$ cat config.mk
export PLATFORM = sky130hd
export DESIGN_NAME = hbr_spi_ctrl
export DESIGN_NICKNAME = d
export VERILOG_FILES = /design/src/rtl/hbr_pkg.sv /design/src/rtl/hbr_sync.sv /design/src/rtl/hbr_spi_shift.sv /design/src/rtl/hbr_drive.sv /design/src/rtl/hbr_spi_ctrl.sv
export SDC_FILE = /design/constraint.sdc
export NUM_CORES = 1
export LEC_CHECK = 0
export BUFFER_PORTS_ARGS = -buffer_cell sky130_fd_sc_hd__buf_2
export CAP_MARGIN = 20
export CELL_PAD_IN_SITES_DETAIL_PLACEMENT = 0
export CELL_PAD_IN_SITES_GLOBAL_PLACEMENT = 1
export CORE_MARGIN = 5
export CORE_UTILIZATION = 34
export CTS_BUF_LIST = sky130_fd_sc_hd__clkbuf_2 sky130_fd_sc_hd__clkbuf_4 sky130_fd_sc_hd__clkbuf_8
export CTS_CLUSTER_DIAMETER = 40
export DETAILED_ROUTE_END_ITERATION = 6
export PLACE_DENSITY = 0.58
export SLEW_MARGIN = 10
export SYNTH_ARGS = -nofsm -noshare
export SYNTH_HDL_FRONTEND = slang
export SYNTH_HIERARCHICAL = 1
export SYNTH_SLANG_ARGS = --single-unit
export TNS_END_PERCENT = 20
$ cat constraint.sdc
create_clock -name clk -period 4.2 [get_ports clk]
set_clock_uncertainty 0.2 [all_clocks]
set_input_delay 0.84 -clock clk [delete_from_list [all_inputs] [get_ports clk]]
set_output_delay 0.84 -clock clk [all_outputs]
set_load 0.02 [all_outputs]
$ cat src/rtl/hbr_pkg.sv
package hbr_pkg;
    localparam int BRIDGES = 3;
    localparam int SW      = 2 * BRIDGES;
    localparam int WORD_W  = 16;
    localparam int CNT_W   = $clog2(WORD_W + 1);

    // status word positions
    localparam int ST_SUM = 0;
    localparam int ST_FB0 = 1;
    localparam int ST_OVL = 13;
    localparam int ST_PSF = 15;

    // command word, MSB first: inhibit, ocs enable, open-load (active low), pwm enables, direct, clear
    typedef struct packed {
        logic          inh;
        logic          ocs;
        logic          old_n;
        logic [SW-1:0] pwm_en;
        logic [SW-1:0] dir;
        logic          clr;
    } cmd_t;

    typedef struct packed {
        logic              sclk_p;
        logic              csn_p;
        logic [WORD_W-1:0] rx_sh;
        logic [WORD_W-1:0] tx_sh;
        logic [WORD_W-1:0] rx_word;
        logic [CNT_W-1:0]  cnt;
        logic              rise_seen;
        logic              oe;
        logic              done;
    } spi_state_t;

    typedef struct packed {
        cmd_t          cmd;
        logic [SW-1:0] drv;
        logic          ovl_f;
        logic          psf_f;
    } drv_state_t;
endpackage

$ cat src/rtl/hbr_sync.sv
module hbr_sync #(
    parameter int             W      = 1,
    parameter int             STAGES = 2,
    parameter logic [W-1:0]   RST    = '0
) (
    input  logic         clk,
    input  logic         rst_n,
    input  logic [W-1:0] d,
    output logic [W-1:0] q
);
    logic [W-1:0] st_d [STAGES];
    logic [W-1:0] st_q [STAGES];

    always_comb begin
        st_d[0] = d;
        for (int i = 1; i < STAGES; i++) begin
            st_d[i] = st_q[i-1];
        end
    end

    always_ff @(posedge clk or negedge rst_n) begin
        if (!rst_n) begin
            for (int i = 0; i < STAGES; i++) begin
                st_q[i] <= RST;
            end
        end else begin
            st_q <= st_d;
        end
    end

    assign q = st_q[STAGES-1];
endmodule

$ cat src/rtl/hbr_spi_shift.sv
module hbr_spi_shift
    import hbr_pkg::*;
(
    input  logic              clk,
    input  logic              rst_n,
    input  logic              sclk_s,
    input  logic              csn_s,
    input  logic              mosi_s,
    input  logic [WORD_W-1:0] status_word,
    output logic [WORD_W-1:0] rx_word,
    output logic              word_ok,
    output logic              miso,
    output logic              miso_oe
);
    localparam logic [CNT_W-1:0] FULL = CNT_W'(WORD_W);

    spi_state_t q, d;
    logic sclk_fall, sclk_rise, cs_fall, cs_rise, active;

    always_comb begin
        sclk_fall = q.sclk_p & ~sclk_s;
        sclk_rise = ~q.sclk_p & sclk_s;
        cs_fall   = q.csn_p & ~csn_s;
        cs_rise   = ~q.csn_p & csn_s;
        active    = ~q.csn_p & ~csn_s;

        d        = q;
        d.sclk_p = sclk_s;
        d.csn_p  = csn_s;
        d.done   = 1'b0;

        if (cs_fall) begin
            d.tx_sh     = status_word;
            d.cnt       = '0;
            d.rise_seen = 1'b0;
            d.oe        = 1'b1;
        end else if (active) begin
            if (sclk_fall) begin
                d.rx_sh = {mosi_s, q.rx_sh[WORD_W-1:1]};
                if (q.cnt != '1) begin
                    d.cnt = q.cnt + 1'b1;
                end
            end
            if (sclk_rise) begin
                if (q.rise_seen) begin
                    d.tx_sh = {1'b0, q.tx_sh[WORD_W-1:1]};
                end
                d.rise_seen = 1'b1;
            end
        end

        if (cs_rise) begin
            d.oe = 1'b0;
            if (q.cnt == FULL) begin
                d.done    = 1'b1;
                d.rx_word = q.rx_sh;
            end
        end
    end

    always_ff @(posedge clk or negedge rst_n) begin
        if (!rst_n) begin
            q        <= '0;
            q.csn_p  <= 1'b1;
        end else begin
            q <= d;
        end
    end

    assign rx_word = q.rx_word;
    assign word_ok = q.done;
    assign miso    = q.tx_sh[0];
    assign miso_oe = q.oe;

    AST_OE_IDLE: assert property (@(posedge clk) disable iff (!rst_n)
        (q.csn_p && csn_s) |=> !q.oe);
    AST_BAD_FRAME: assert property (@(posedge clk) disable iff (!rst_n)
        (cs_rise && q.cnt != FULL) |=> !q.done);
    AST_RX_HOLD: assert property (@(posedge clk) disable iff (!rst_n)
        !q.done |-> $stable(q.rx_word));
    AST_DONE_ONLY_AT_RISE: assert property (@(posedge clk) disable iff (!rst_n)
        $rose(q.done) |-> q.csn_p);
endmodule

$ cat src/rtl/hbr_drive.sv
module hbr_drive
    import hbr_pkg::*;
(
    input  logic              clk,
    input  logic              rst_n,
    input  logic [WORD_W-1:0] cmd_word,
    input  logic              cmd_load,
    input  logic              pwm_s,
    input  logic [SW-1:0]     fb_s,
    input  logic              ovl_s,
    input  logic              psf_s,
    output logic [SW-1:0]     drv,
    output logic              standby,
    output logic              ol_en,
    output logic              oc_en,
    output logic [WORD_W-1:0] status_word
);
    drv_state_t q, d;
    cmd_t       new_cmd;
    logic       clr_now;
    logic [SW-1:0] raw;

    always_comb begin
        new_cmd = cmd_t'(cmd_word);
        clr_now = cmd_load & new_cmd.clr;

        d = q;
        if (cmd_load) begin
            d.cmd = new_cmd;
        end
        // a fault present in the commit cycle wins over the clear
        d.ovl_f = ovl_s | (q.ovl_f & ~clr_now);
        d.psf_f = psf_s | (q.psf_f & ~clr_now);

        raw = (q.cmd.dir | (q.cmd.pwm_en & {SW{pwm_s}})) & {SW{q.cmd.inh}};
        for (int b = 0; b < BRIDGES; b++) begin
            if (raw[2*b] && raw[2*b+1]) begin
                d.drv[2*b]   = 1'b0;
                d.drv[2*b+1] = 1'b0;
            end else begin
                d.drv[2*b]   = raw[2*b];
                d.drv[2*b+1] = raw[2*b+1];
            end
        end
    end

    always_ff @(posedge clk or negedge rst_n) begin
        if (!rst_n) begin
            q <= '0;
        end else begin
            q <= d;
        end
    end

    always_comb begin
        status_word                    = '0;
        status_word[ST_SUM]            = q.ovl_f | q.psf_f;
        status_word[ST_FB0 +: SW]      = fb_s;
        status_word[ST_OVL]            = q.ovl_f;
        status_word[ST_PSF]            = q.psf_f;
    end

    assign drv     = q.drv;
    assign standby = ~q.cmd.inh;
    assign ol_en   = ~q.cmd.old_n;
    assign oc_en   = q.cmd.ocs;

    genvar gb;
    generate
        for (gb = 0; gb < BRIDGES; gb++) begin : g_guard
            AST_NO_SHOOT: assert property (@(posedge clk) disable iff (!rst_n)
                !(q.drv[2*gb] && q.drv[2*gb+1]));
        end
    endgenerate

    AST_INH_OFF: assert property (@(posedge clk) disable iff (!rst_n)
        !q.cmd.inh |=> (q.drv == '0));
    AST_CMD_HOLD: assert property (@(posedge clk) disable iff (!rst_n)
        !cmd_load |=> $stable(q.cmd));
    AST_FLAG_STICKY: assert property (@(posedge clk) disable iff (!rst_n)
        (q.ovl_f && !cmd_load) |=> q.ovl_f);
    AST_FLAG_CLEAR: assert property (@(posedge clk) disable iff (!rst_n)
        (cmd_load && cmd_word[0] && !psf_s) |=> !q.psf_f);
endmodule

$ cat src/rtl/hbr_spi_ctrl.sv
module hbr_spi_ctrl
    import hbr_pkg::*;
#(
    parameter int SYNC_STAGES = 2
) (
    input  logic          clk,
    input  logic          rst_n,
    input  logic          spi_csn,
    input  logic          spi_sclk,
    input  logic          spi_mosi,
    output logic          spi_miso,
    output logic          spi_miso_oe,
    input  logic          pwm_in,
    input  logic [SW-1:0] sw_fb,
    input  logic          ovl_in,
    input  logic          psf_in,
    output logic [SW-1:0] drv_sw,
    output logic          standby,
    output logic          ol_en,
    output logic          oc_en
);
    localparam int VW = SW + 5;

    logic          csn_s;
    logic [VW-1:0] vec_s;
    logic [WORD_W-1:0] rx_word, status_word;
    logic          word_ok;

    hbr_sync #(.W(1), .STAGES(SYNC_STAGES), .RST(1'b1)) u_sync_cs (
        .clk(clk), .rst_n(rst_n), .d(spi_csn), .q(csn_s)
    );

    hbr_sync #(.W(VW), .STAGES(SYNC_STAGES), .RST('0)) u_sync_vec (
        .clk(clk), .rst_n(rst_n),
        .d({spi_sclk, spi_mosi, pwm_in, sw_fb, ovl_in, psf_in}),
        .q(vec_s)
    );

    hbr_spi_shift u_shift (
        .clk(clk), .rst_n(rst_n),
        .sclk_s(vec_s[VW-1]), .csn_s(csn_s), .mosi_s(vec_s[VW-2]),
        .status_word(status_word),
        .rx_word(rx_word), .word_ok(word_ok),
        .miso(spi_miso), .miso_oe(spi_miso_oe)
    );

    hbr_drive u_drive (
        .clk(clk), .rst_n(rst_n),
        .cmd_word(rx_word), .cmd_load(word_ok),
        .pwm_s(vec_s[VW-3]), .fb_s(vec_s[2 +: SW]),
        .ovl_s(vec_s[1]), .psf_s(vec_s[0]),
        .drv(drv_sw), .standby(standby), .ol_en(ol_en), .oc_en(oc_en),
        .status_word(status_word)
    );
endmodule

Word-level counts from Yosys, hierarchy flattened
Cells that the tools add are included.

Logic and storage cells: 75. Bits in registers: 105.

Bitwise operators: 22. Equal/unequal tests: 2. Add/sub/neg operators: 1. Mux-type cells: 15. Reductions and logical operators: 14.

Operator list (count): 2-to-1 mux 16 bit (4); bitwise AND 6 bit (2); 2-to-1 mux 6 bit (2); nonzero test 2 bit (6); 2-to-1 mux 5 bit (2); AND reduction 3 bit (3); bitwise AND 1 bit (8); 2-to-1 mux 2 bit (4); NOT 1 bit (8); OR 6 bit (1); adder 5 x 1 -> 5 bit, second input constant (1); equality test 5 bit, second input constant (1); inequality test 5 bit, second input constant (1); AND reduction 2 bit (2); logical AND 1 bit (3); 2-to-1 mux 1 bit (3); OR 1 bit (3).

Depth between registers and ports, before layout
Gate-level depths: netlist (run 1).

Depth after elaboration: 5. Gate-level depth with buffers: 7. Gate-level depth less buffers: 6.

Modules after synthesis
Netlist (run 1), hierarchy kept.

Modules (own cells, without submodules): hbr_spi_shift (cells each 200, times used 1, area an instance 2636.3 µm²); hbr_drive (cells each 82, times used 1, area an instance 1054.8 µm²); hbr_sync (u_sync_vec) (cells each 22, times used 1, area an instance 550.5 µm²); hbr_sync (u_sync_cs) (cells each 2, times used 1, area an instance 52.6 µm²).

Worst setup path after synthesis (run 1)
OpenSTA, ideal clock, no wires.

Kind: reg2reg. Start point: reg u_shift/q[3] (netlist name). End point: reg u_shift/q[6] (netlist name). Arrival: 1.749 ns. Cell stages (with the launch flop): 8. Setup time: 0.125 ns. Buffers on the path: 1. Slack: 2.126 ns. Clock period less this slack: 2.074 ns. Cells stage by stage: dfrtp_1 ha_1 and3_1 ha_1 and4bb_1 buf_6 nand4_2 mux2_4.

Longest elaborated chain between the ends: 5.

Ends and longest elaborated chain: from (decl) (line hbr_spi_shift.sv:17) `spi_state_t q, d;`; adder 5 x 1 -> 5 bit (line hbr_spi_shift.sv:41) `d.cnt = q.cnt + 1'b1;`; 2-to-1 mux 5 bit (line hbr_spi_shift.sv:40) `if (q.cnt != '1) begin`; 2-to-1 mux 5 bit (line hbr_spi_shift.sv:38) `if (sclk_fall) begin`; 2-to-1 mux 6 bit (line hbr_spi_shift.sv:37) `end else if (active) begin`; 2-to-1 mux 6 bit (line hbr_spi_shift.sv:32) `if (cs_fall) begin`.

Several ways; a longest one is shown, not always the timed one. The select of a mux whose other input is x is not followed. A chain may end at the register's enable or synchronous reset.

Worst setup path after layout (run 1)
Start point: reg u_sync_cs.st_q, in the netlist u_sync_cs/q. End point: reg u_shift/q[45] (netlist name).

Longest elaborated chain between the ends: 4.

Ends and longest elaborated chain: from (decl) (line hbr_sync.sv:12) `logic [W-1:0] st_q [STAGES];`; from (signal assigned) (line hbr_sync.sv:27) `st_q <= st_d;`; NOT 1 bit (*) (line hbr_spi_shift.sv:23, hbr_spi_shift.sv:25); bitwise AND 1 bit (line hbr_spi_shift.sv:23) `cs_fall = q.csn_p & ~csn_s;`; NOT 1 bit (no line); AND reduction 3 bit (no line) (*).

Mark *: on every way between the ends. The rest lies on a longest branch, timed or not.

==> summary.txt, run 1 <==
GLOBAL ROUTE
------------------------------------------------------------------------------------------
Number of global-route vias before repair ...................................         2074
Wire length of the first global-routing pass ................................     10700 um
Largest net degree at the start of global routing ...........................           55
Global-route usage over all layers ..........................................       9.459%
Gr ovfl total ...............................................................            0
Antenna violations before repair ............................................            0

FINAL LAYOUT
------------------------------------------------------------------------------------------
Area of combinational cells with multiple inputs ............................     1267 um2
Sequential cell area in the final layout ....................................     2631 um2
Finished Cell Area ..........................................................     4511 um2
Nets ........................................................................          323
Fill cell total of the finished layout ......................................         1228
Synthesis-to-finish area growth .............................................       5.041%
Share of the core filled with cells .........................................       36.04%
Share of final-layout standard cells stronger than drive strength 1 .........       32.47%
Diode count .................................................................            0

CTS
------------------------------------------------------------------------------------------
Skew-Pair Late Insertion Delay ..............................................      0.37 ns
CTS Root Cell ............................................................... sky130_fd_sc_hd__clkbuf_8
CTS HTree Levels ............................................................            3
CTS Hold Buffers Added ......................................................            0
CTS tree ....................................................................        built
Total clock buffers created by CTS ..........................................            9
Count of clock tree sinks ...................................................          105
Maximum number of buffers from clock root to sink ...........................            2
Worst-path clk slew .........................................................      0.10 ns
Resize count post-CTS .......................................................            0
Post-CTS repair timing setup buffer count ...................................            0

TIMING
------------------------------------------------------------------------------------------
Number of hold-slack violations in the final timing report ..................            0
Headroom to the max-slew limit ..............................................       46.73%
Total setup violations reported at the end of the flow ......................            0
Post-layout min period ......................................................     2.459 ns
Achievable clock frequency ..................................................    406.6 MHz
Final Worst Setup Slack .....................................................     1.741 ns
Actual transition at the worst max-transition pin ...........................    0.7990 ns
Setup TNS ...................................................................         0 ns
Fin. max-slew vios ..........................................................            0
Setup repair after global routing missed its margin .........................        false
Ratio of final minimum period to clock period ...............................       58.56%

SYNTHESIS
------------------------------------------------------------------------------------------
Share of synthesized cell area in full adder, half adder and majority cells .       1.748%
Share of the synthesized area in the top cell type ..........................       59.44%
Parity-gate share of the synthesized area counting xor and xnor cells .......      0.2040%
Post-synthesis sequential element count .....................................          105
Share of cell area taken by muxes after synthesis ...........................       17.57%
Simple-gate area share of the yosys netlist .................................       5.594%
Part of the Yosys area used for sequential elements .........................       61.28%
Dominant combinational cell family by area after synthesis .................. multiplexers
Cell count after synthesis ..................................................          306
Average size of a mapped cell ...............................................    14.03 um2
Cell type with the highest aggregate area in the netlist .................... sky130_fd_sc_hd__dfrtp_1
Biggest area contributors in the synthesized netlist ........................ sky130_fd_sc_hd__dfrtp_1 59%, sky130_fd_sc_hd__mux2_2 8.1%, sky130_fd_sc_hd__buf_4 6.6%, sky130_fd_sc_hd__mux2_4 5.2%, sky130_fd_sc_hd__mux2i_1 4.2%
Distinct cell type count of the synthesized netlist .........................           31
Cell area after synthesis ...................................................     4294 um2
Compound-cell area share of the yosys netlist ...............................       3.788%
Synth Warn # ................................................................            6

PLACED DESIGN
------------------------------------------------------------------------------------------
Detailed Place HPWL .........................................................      4133 um
Minimum setup slack after placement .........................................     1.711 ns
Placed inst area ............................................................     4293 um2
Weighted congestion reported at the end of routability-driven placement .....       0.6890
Buffers on Ports ............................................................           24

WORST SETUP PATH
------------------------------------------------------------------------------------------
Kind of end point of the critical path ......................................     register
Crit path launch ............................................................  u_sync_cs/q
Signal arrival time at the worst endpoint ...................................      2.52 ns
Data required time of the critical path .....................................      4.26 ns
Reg2reg start ...............................................................  u_sync_cs/q
Category of the critical setup timing path .................................. register to register
Type of origin of the critical path .........................................     register
Maximum net fanout on the critical path .....................................           41

DIE
------------------------------------------------------------------------------------------
Die Footprint ...............................................................    14980 um2
Placeable core region .......................................................    12520 um2
Vert. Die Dim ...............................................................     122.4 um
Starting Density ............................................................       34.31%
Row cnt .....................................................................           41
Die extent in x .............................................................     122.4 um
Top-Level Pins ..............................................................           25

PWR
------------------------------------------------------------------------------------------
Pleak .......................................................................     2.309 nW
Power Total .................................................................   0.001807 W
Power per standard cell area ................................................ 400.6 nW/um2
Worst ir drop on vdd ........................................................    0.1366 mV

WORST HOLD PATH
------------------------------------------------------------------------------------------
Critical hold path startpoint ............................................... u_sync_vec/st_d[3]
Hold WC Path Type ........................................................... register to register

DRT
------------------------------------------------------------------------------------------
Initial detailed-routing violation count ....................................          111
Count of unresolved DRC violations after routing ............................            0
Detailed-router iteration count before antenna repair .......................            3
DRT antenna net count .......................................................            0
Routed length per instance ..................................................     13.41 um
Detailed-route vias per instance ............................................        4.242
Aggregate routed wire length ................................................      6438 um
Total via count in the routed design ........................................         2036

STATUS
------------------------------------------------------------------------------------------
Status ...................................................................... finished, final reports clean

JOB
------------------------------------------------------------------------------------------
Maximum Capacitance Violations ..............................................            0

## state kept, by name, indices dropped and copies added (netlist names), 2 cells and up
signal / count
u_drive/drv: 6
u_shift/q: 39
u_drive/status_word: 2
u_sync_vec/st_d: 11
u_sync_vec/q: 11
u_shift/rx_word: 16
u_drive/q: 14
## per-stage QoR
stage / std cells / hold WS [ns]
global placement: 463 / 0.1358
finish: 480 / 0.1582
CTS: 479 / 0.1590
detailed placement: 463 / 0.1387
floorplan: 312 / 0.1312
global route: 480 / 0.1672
## power by group
part / leakage, nW / internal (W) / switching, W
combinational: 0.857 / 0.0000387 / 0.0000525
sequential: 1.35 / 0.00106 / 0.0000294
clock: 0.0977 / 0.000282 / 0.000345
## routing by layer
layer / GRT usage [%] / vias up / wire, um
li1: - / 984 / -
met1: 12.49 / 1016 / 3024
met2: 13.47 / 24 / 2973
met3: 2.442 / 12 / 231
met4: 6.718 / 0 / 208
met5: 0 / - / 0
## worst paths after layout
kind                                        end  slack, ns  cells past startpoint
worst min register to register  u_sync_vec/q[3]       0.16                      0
min in group asynchronous          u_shift/q[4]       0.29                      1
worst max-delay path              u_shift/q[45]       1.74                      5
worst min-delay path            u_sync_vec/q[3]       0.16                      0
max in group asynchronous         u_drive/q[17]       2.68                      2
worst max register to register    u_shift/q[45]       1.74                      5
## area by class of cell
class / instances / area share [%]
clock inverters: 7 / 1.748
multi-input cells: 150 / 28.10
inverters: 9 / 0.7490
flip-flops and latches: 105 / 58.34
clock buffers: 9 / 2.746
well taps: 172 / 4.771
repair buffers: 28 / 3.551
## critical path: stages, from the launching register on
cell	delay, ns
sky130_fd_sc_hd__dfstp_2	0.55
sky130_fd_sc_hd__inv_1	0.06
sky130_fd_sc_hd__ha_1	0.19
sky130_fd_sc_hd__buf_4	0.25
sky130_fd_sc_hd__nor3_4	0.69
sky130_fd_sc_hd__mux2_2	0.41
## Yosys cell counts, drive strengths merged
| cell type | instances |
|---|---|
| mux2i | 18 |
| nand4b | 1 |
| and2b | 1 |
| and4bb | 1 |
| o21ai | 18 |
| nand4 | 2 |
| nor2 | 7 |
| dfrtp | 102 |
| a21oi | 4 |
| clkbuf | 3 |
| a31oi | 1 |
| nor3 | 4 |
| mux2 | 46 |
| or2 | 1 |
| buf | 45 |
| inv | 9 |
| nand2 | 21 |
| ha | 6 |
| and3 | 4 |
| dfstp | 3 |
| nand2b | 1 |
| conb | 1 |
| xnor2 | 1 |
| a21o | 5 |
| a31o | 1 |
## logic make-up after synthesis
group                      after synthesis
DFF                                    105
muxes                                   64
buffers and inverters                   57
and+or+nand+nor                         43
AOI/OAI and AO/OA                       29
adders and majority gates                6
other                                    1
xor gates and xnor gates                 1
## cells in the final DEF, fill, tap and decap left out, drive strengths merged, types with 5 or more instances in the layout
| cell | n |
|---|---|
| mux2i | 18 |
| inv | 11 |
| nand2 | 21 |
| mux2 | 46 |
| clkbuf | 9 |
| conb | 7 |
| buf | 28 |
| o21ai | 18 |
| a21o | 5 |
| nor2 | 7 |
| dfrtp | 102 |
| ha | 6 |
No activity file was read; power rests on OpenSTA's default activity.
==> run 2, diff against run 1 <==
==> constraint.sdc (replaced) <==
create_clock -name clk -period 2.41 [get_ports clk]
set_clock_uncertainty 0.2 [all_clocks]
set_input_delay 0.482 -clock clk [delete_from_list [all_inputs] [get_ports clk]]
set_output_delay 0.482 -clock clk [all_outputs]
set_load 0.02 [all_outputs]
==> run 2 against run 1 <==
  * Global-route usage grew 0.77 points
  * Clock-buffer cell count grew 1
  * Wire length grew 3.7%
  * Critical path type unchanged
  * Final cell count grew 3.3%
  * Sequential power grew 74%
  * Flip-flop and latch count is the same
==> summary.txt, run 2 (synthesis results as in run 1) <==
GLOBAL ROUTE
--------------------------------------------------------------------------------------
GRT met2 Usage ..........................................................       15.01%   +1.5 points
Met1 Use GR .............................................................       13.34%   +0.85 points
Wire length of the first global-routing pass ............................     11680 um   +9.2%
Global Route met3 Usage .................................................       3.641%   +1.2 points
Global-route layer with the greatest usage ..............................         met2
Global-route usage over all layers ......................................       10.23%   +0.77 points
Gr ovfl total ...........................................................            0   unchanged
Antenna violations before repair ........................................            0   unchanged
Number of global-route vias before repair ...............................         2267   +9.3%
Largest net degree at the start of global routing .......................           41   -25%

FINAL LAYOUT
--------------------------------------------------------------------------------------
Area of combinational cells with multiple inputs ........................     1267 um2   unchanged
Largest Register ........................................................    u_shift/q
Most common library cell in the layout ignoring fill and taps ........... sky130_fd_sc_hd__dfrtp_1
Number of flip-flops in the largest register ............................           39   unchanged
Nets ....................................................................          339   +5.0%
Synthesis-to-finish area growth .........................................       9.033%
Finished Cell Area ......................................................     4682 um2   +3.8%
Diode count .............................................................            0   unchanged
Highest-count cells in the layout ignoring fill and taps ................ 102 x sky130_fd_sc_hd__dfrtp_1, 31 x sky130_fd_sc_hd__mux2_2, 23 x sky130_fd_sc_hd__buf_2
Sequential cell area in the final layout ................................     2631 um2   unchanged
Share of the core filled with cells .....................................       37.41%   +1.4 points
Non-Filler Instances ....................................................          496   +3.3%
Fill cell total of the finished layout ..................................         1209   -1.5%
Share of final-layout standard cells stronger than drive strength 1 .....       31.79%   -0.68 points

CTS
--------------------------------------------------------------------------------------
Skew-Pair Late Insertion Delay ..........................................      0.38 ns   about the same
Total clock buffers created by CTS ......................................            9   unchanged
Maximum number of buffers from clock root to sink .......................            2   unchanged
Resize count post-CTS ...................................................            0   unchanged
Post-CTS repair timing setup buffer count ...............................            0   unchanged
CTS Root Cell ........................................................... sky130_fd_sc_hd__clkbuf_8
Worst-path clk slew .....................................................      0.11 ns   about the same
Count of clock tree sinks ...............................................          105   unchanged
CTS HTree Levels ........................................................            3   unchanged
CTS tree ................................................................        built

TIMING
--------------------------------------------------------------------------------------
Final Worst Setup Slack .................................................    0.2797 ns   -1.461 ns
Post-layout min period ..................................................     2.130 ns   -0.3290 ns
Total setup violations reported at the end of the flow ..................            0   unchanged
Ratio of final minimum period to clock period ...........................       88.40%   +30 points
Number of hold-slack violations in the final timing report ..............            0   unchanged
Achievable clock frequency ..............................................    469.4 MHz   +15%
Setup repair after global routing missed its margin .....................        false
Fin. max-slew vios ......................................................            0   unchanged
Setup TNS ...............................................................         0 ns   unchanged

DRT
--------------------------------------------------------------------------------------
Aggregate routed wire length ............................................      6678 um   +3.7%
Count of unresolved DRC violations after routing ........................            0   unchanged
DRT antenna net count ...................................................            0   unchanged
Detailed-route vias per instance ........................................        4.266   +0.58%
Initial detailed-routing violation count ................................          107   -3.6%
Routed length per instance ..............................................     13.46 um   +0.38%
Total via count in the routed design ....................................         2116   +3.9%
Detailed-router iteration count before antenna repair ...................            3   unchanged

WORST SETUP PATH
--------------------------------------------------------------------------------------
Type of origin of the critical path .....................................     register
Buffers plus inverters on the worst setup path ..........................            0   -2
Cell-by-cell trace of the critical path ................................. ha_1 > and3_1 > ha_1 > and4bb_1 > nand4_2 > mux2_4
Category of the critical setup timing path .............................. register to register
Most used cell along the critical path .................................. sky130_fd_sc_hd__ha_1
Maximum net fanout on the critical path .................................            4   -90%
Data required time of the critical path .................................      2.49 ns   -1.77 ns
CP max-delay cell ....................................................... sky130_fd_sc_hd__dfrtp_1
Worst path top cell family by delay ..................................... simple AND/OR/NAND/NOR gates
Kind of end point of the critical path ..................................     register
Maximum cell stage delay along the critical path ........................      0.44 ns   -0.25 ns
Slack of the worst reg-to-reg path ......................................      0.28 ns   -1.46 ns
Signal arrival time at the worst endpoint ...............................      2.21 ns   -0.31 ns

PLACED DESIGN
--------------------------------------------------------------------------------------
Minimum setup slack after placement .....................................    0.2688 ns   -1.442 ns
Total instance count after detailed placement ...........................          467   +0.86%
Detailed Place HPWL .....................................................      4261 um   +3.1%
Weighted congestion reported at the end of routability-driven placement .       0.6830   -0.87%
Buffers on Ports ........................................................           24   unchanged
Placed inst area ........................................................     4348 um2   +1.3%

PWR
--------------------------------------------------------------------------------------
Pleak ...................................................................     2.389 nW   +3.5%
Power per standard cell area ............................................ 682.8 nW/um2   +70%
Worst ir drop on vdd ....................................................    0.2163 mV   +58%

WORST HOLD PATH
--------------------------------------------------------------------------------------
Hold WC Path Type ....................................................... register to register

DIE
--------------------------------------------------------------------------------------
Die Footprint ...........................................................    14980 um2   unchanged
Vert. Die Dim ...........................................................     122.4 um   unchanged
Starting Density ........................................................       34.31%   unchanged
Top-Level Pins ..........................................................           25   unchanged
Row cnt .................................................................           41   unchanged
Placeable core region ...................................................    12520 um2   unchanged
Die extent in x .........................................................     122.4 um   unchanged

STATUS
--------------------------------------------------------------------------------------
Status .................................................................. finished, final reports clean

JOB
--------------------------------------------------------------------------------------
Maximum Capacitance Violations ..........................................            0   unchanged

[run 2: cell count changes in the layout (fill, tap and decap cells not counted), sizes merged]
cell	before	now
buf	28	31
clkbuf	9	10
clkinv	2	1
clkinvlp	2	1
dlygate4sd3	0	13
inv	11	12
[run 2: cell type report]
class | instances | area share [%]
Sequential cell | 105 | 56.20
Multi-Input combinational cell | 150 | 27.07
Timing Repair Buffer | 44 | 7.055
Tap cell | 172 | 4.596
Clock buffer | 10 | 2.806
Clock inverter | 6 | 1.550
Inverter | 9 | 0.7215
[run 2: worst reg2reg max path: stages (launching register included)]
cell	delay [ns]
sky130_fd_sc_hd__dfrtp_1	0.44
sky130_fd_sc_hd__ha_1	0.25
sky130_fd_sc_hd__and3_1	0.19
sky130_fd_sc_hd__ha_1	0.16
sky130_fd_sc_hd__and4bb_1	0.35
sky130_fd_sc_hd__nand4_2	0.14
sky130_fd_sc_hd__mux2_4	0.31
[run 2: final timing paths]
check,end,start,depth (start not counted)
worst max-delay path,u_shift/q[6],u_shift/q[3],6
worst max register to register,u_shift/q[6],u_shift/q[3],6
worst min-delay path,u_sync_vec/q[1],u_sync_vec/st_d[1],0
worst min register to register,u_sync_vec/q[1],u_sync_vec/st_d[1],0
max in group asynchronous,u_shift/q[56],rst_n,3
min in group asynchronous,u_shift/q[39],rst_n,2
[run 2: metal layers]
metal,vias to the layer above,share of wire (%),wire length (um)
li1,1013,-,-
met1,1065,48,3218
met2,25,46,3051
met3,13,3.4,226
met4,0,2.7,181
met5,-,0,0
[run 2: metrics by stage]
step / hold WS, ns / power (W)
2_1_floorplan: -0.01359 / 0.002032
3_3_place_gp: 0.1350 / 0.002102
3_5_place_dp: 0.1347 / 0.002107
4_1_cts: 0.1571 / 0.003274
5_1_grt: 0.1629 / 0.003380
6_report: 0.1548 / 0.003197
[run 2: timing repair]
action | CTS | global route
hold buffers | 13 | 0
setup endpoints to repair | 0 | 0
endpoints found under the hold margin | 45 | 0
[run 2: power breakdown]
part	switching (W)	total [W]	internal, W
Sequential	0.0000504	0.00190	0.00185
Clock	0.000611	0.00112	0.000505
Combinational	0.0000960	0.000183	0.0000867
Total	0.000758	0.00320	0.00244
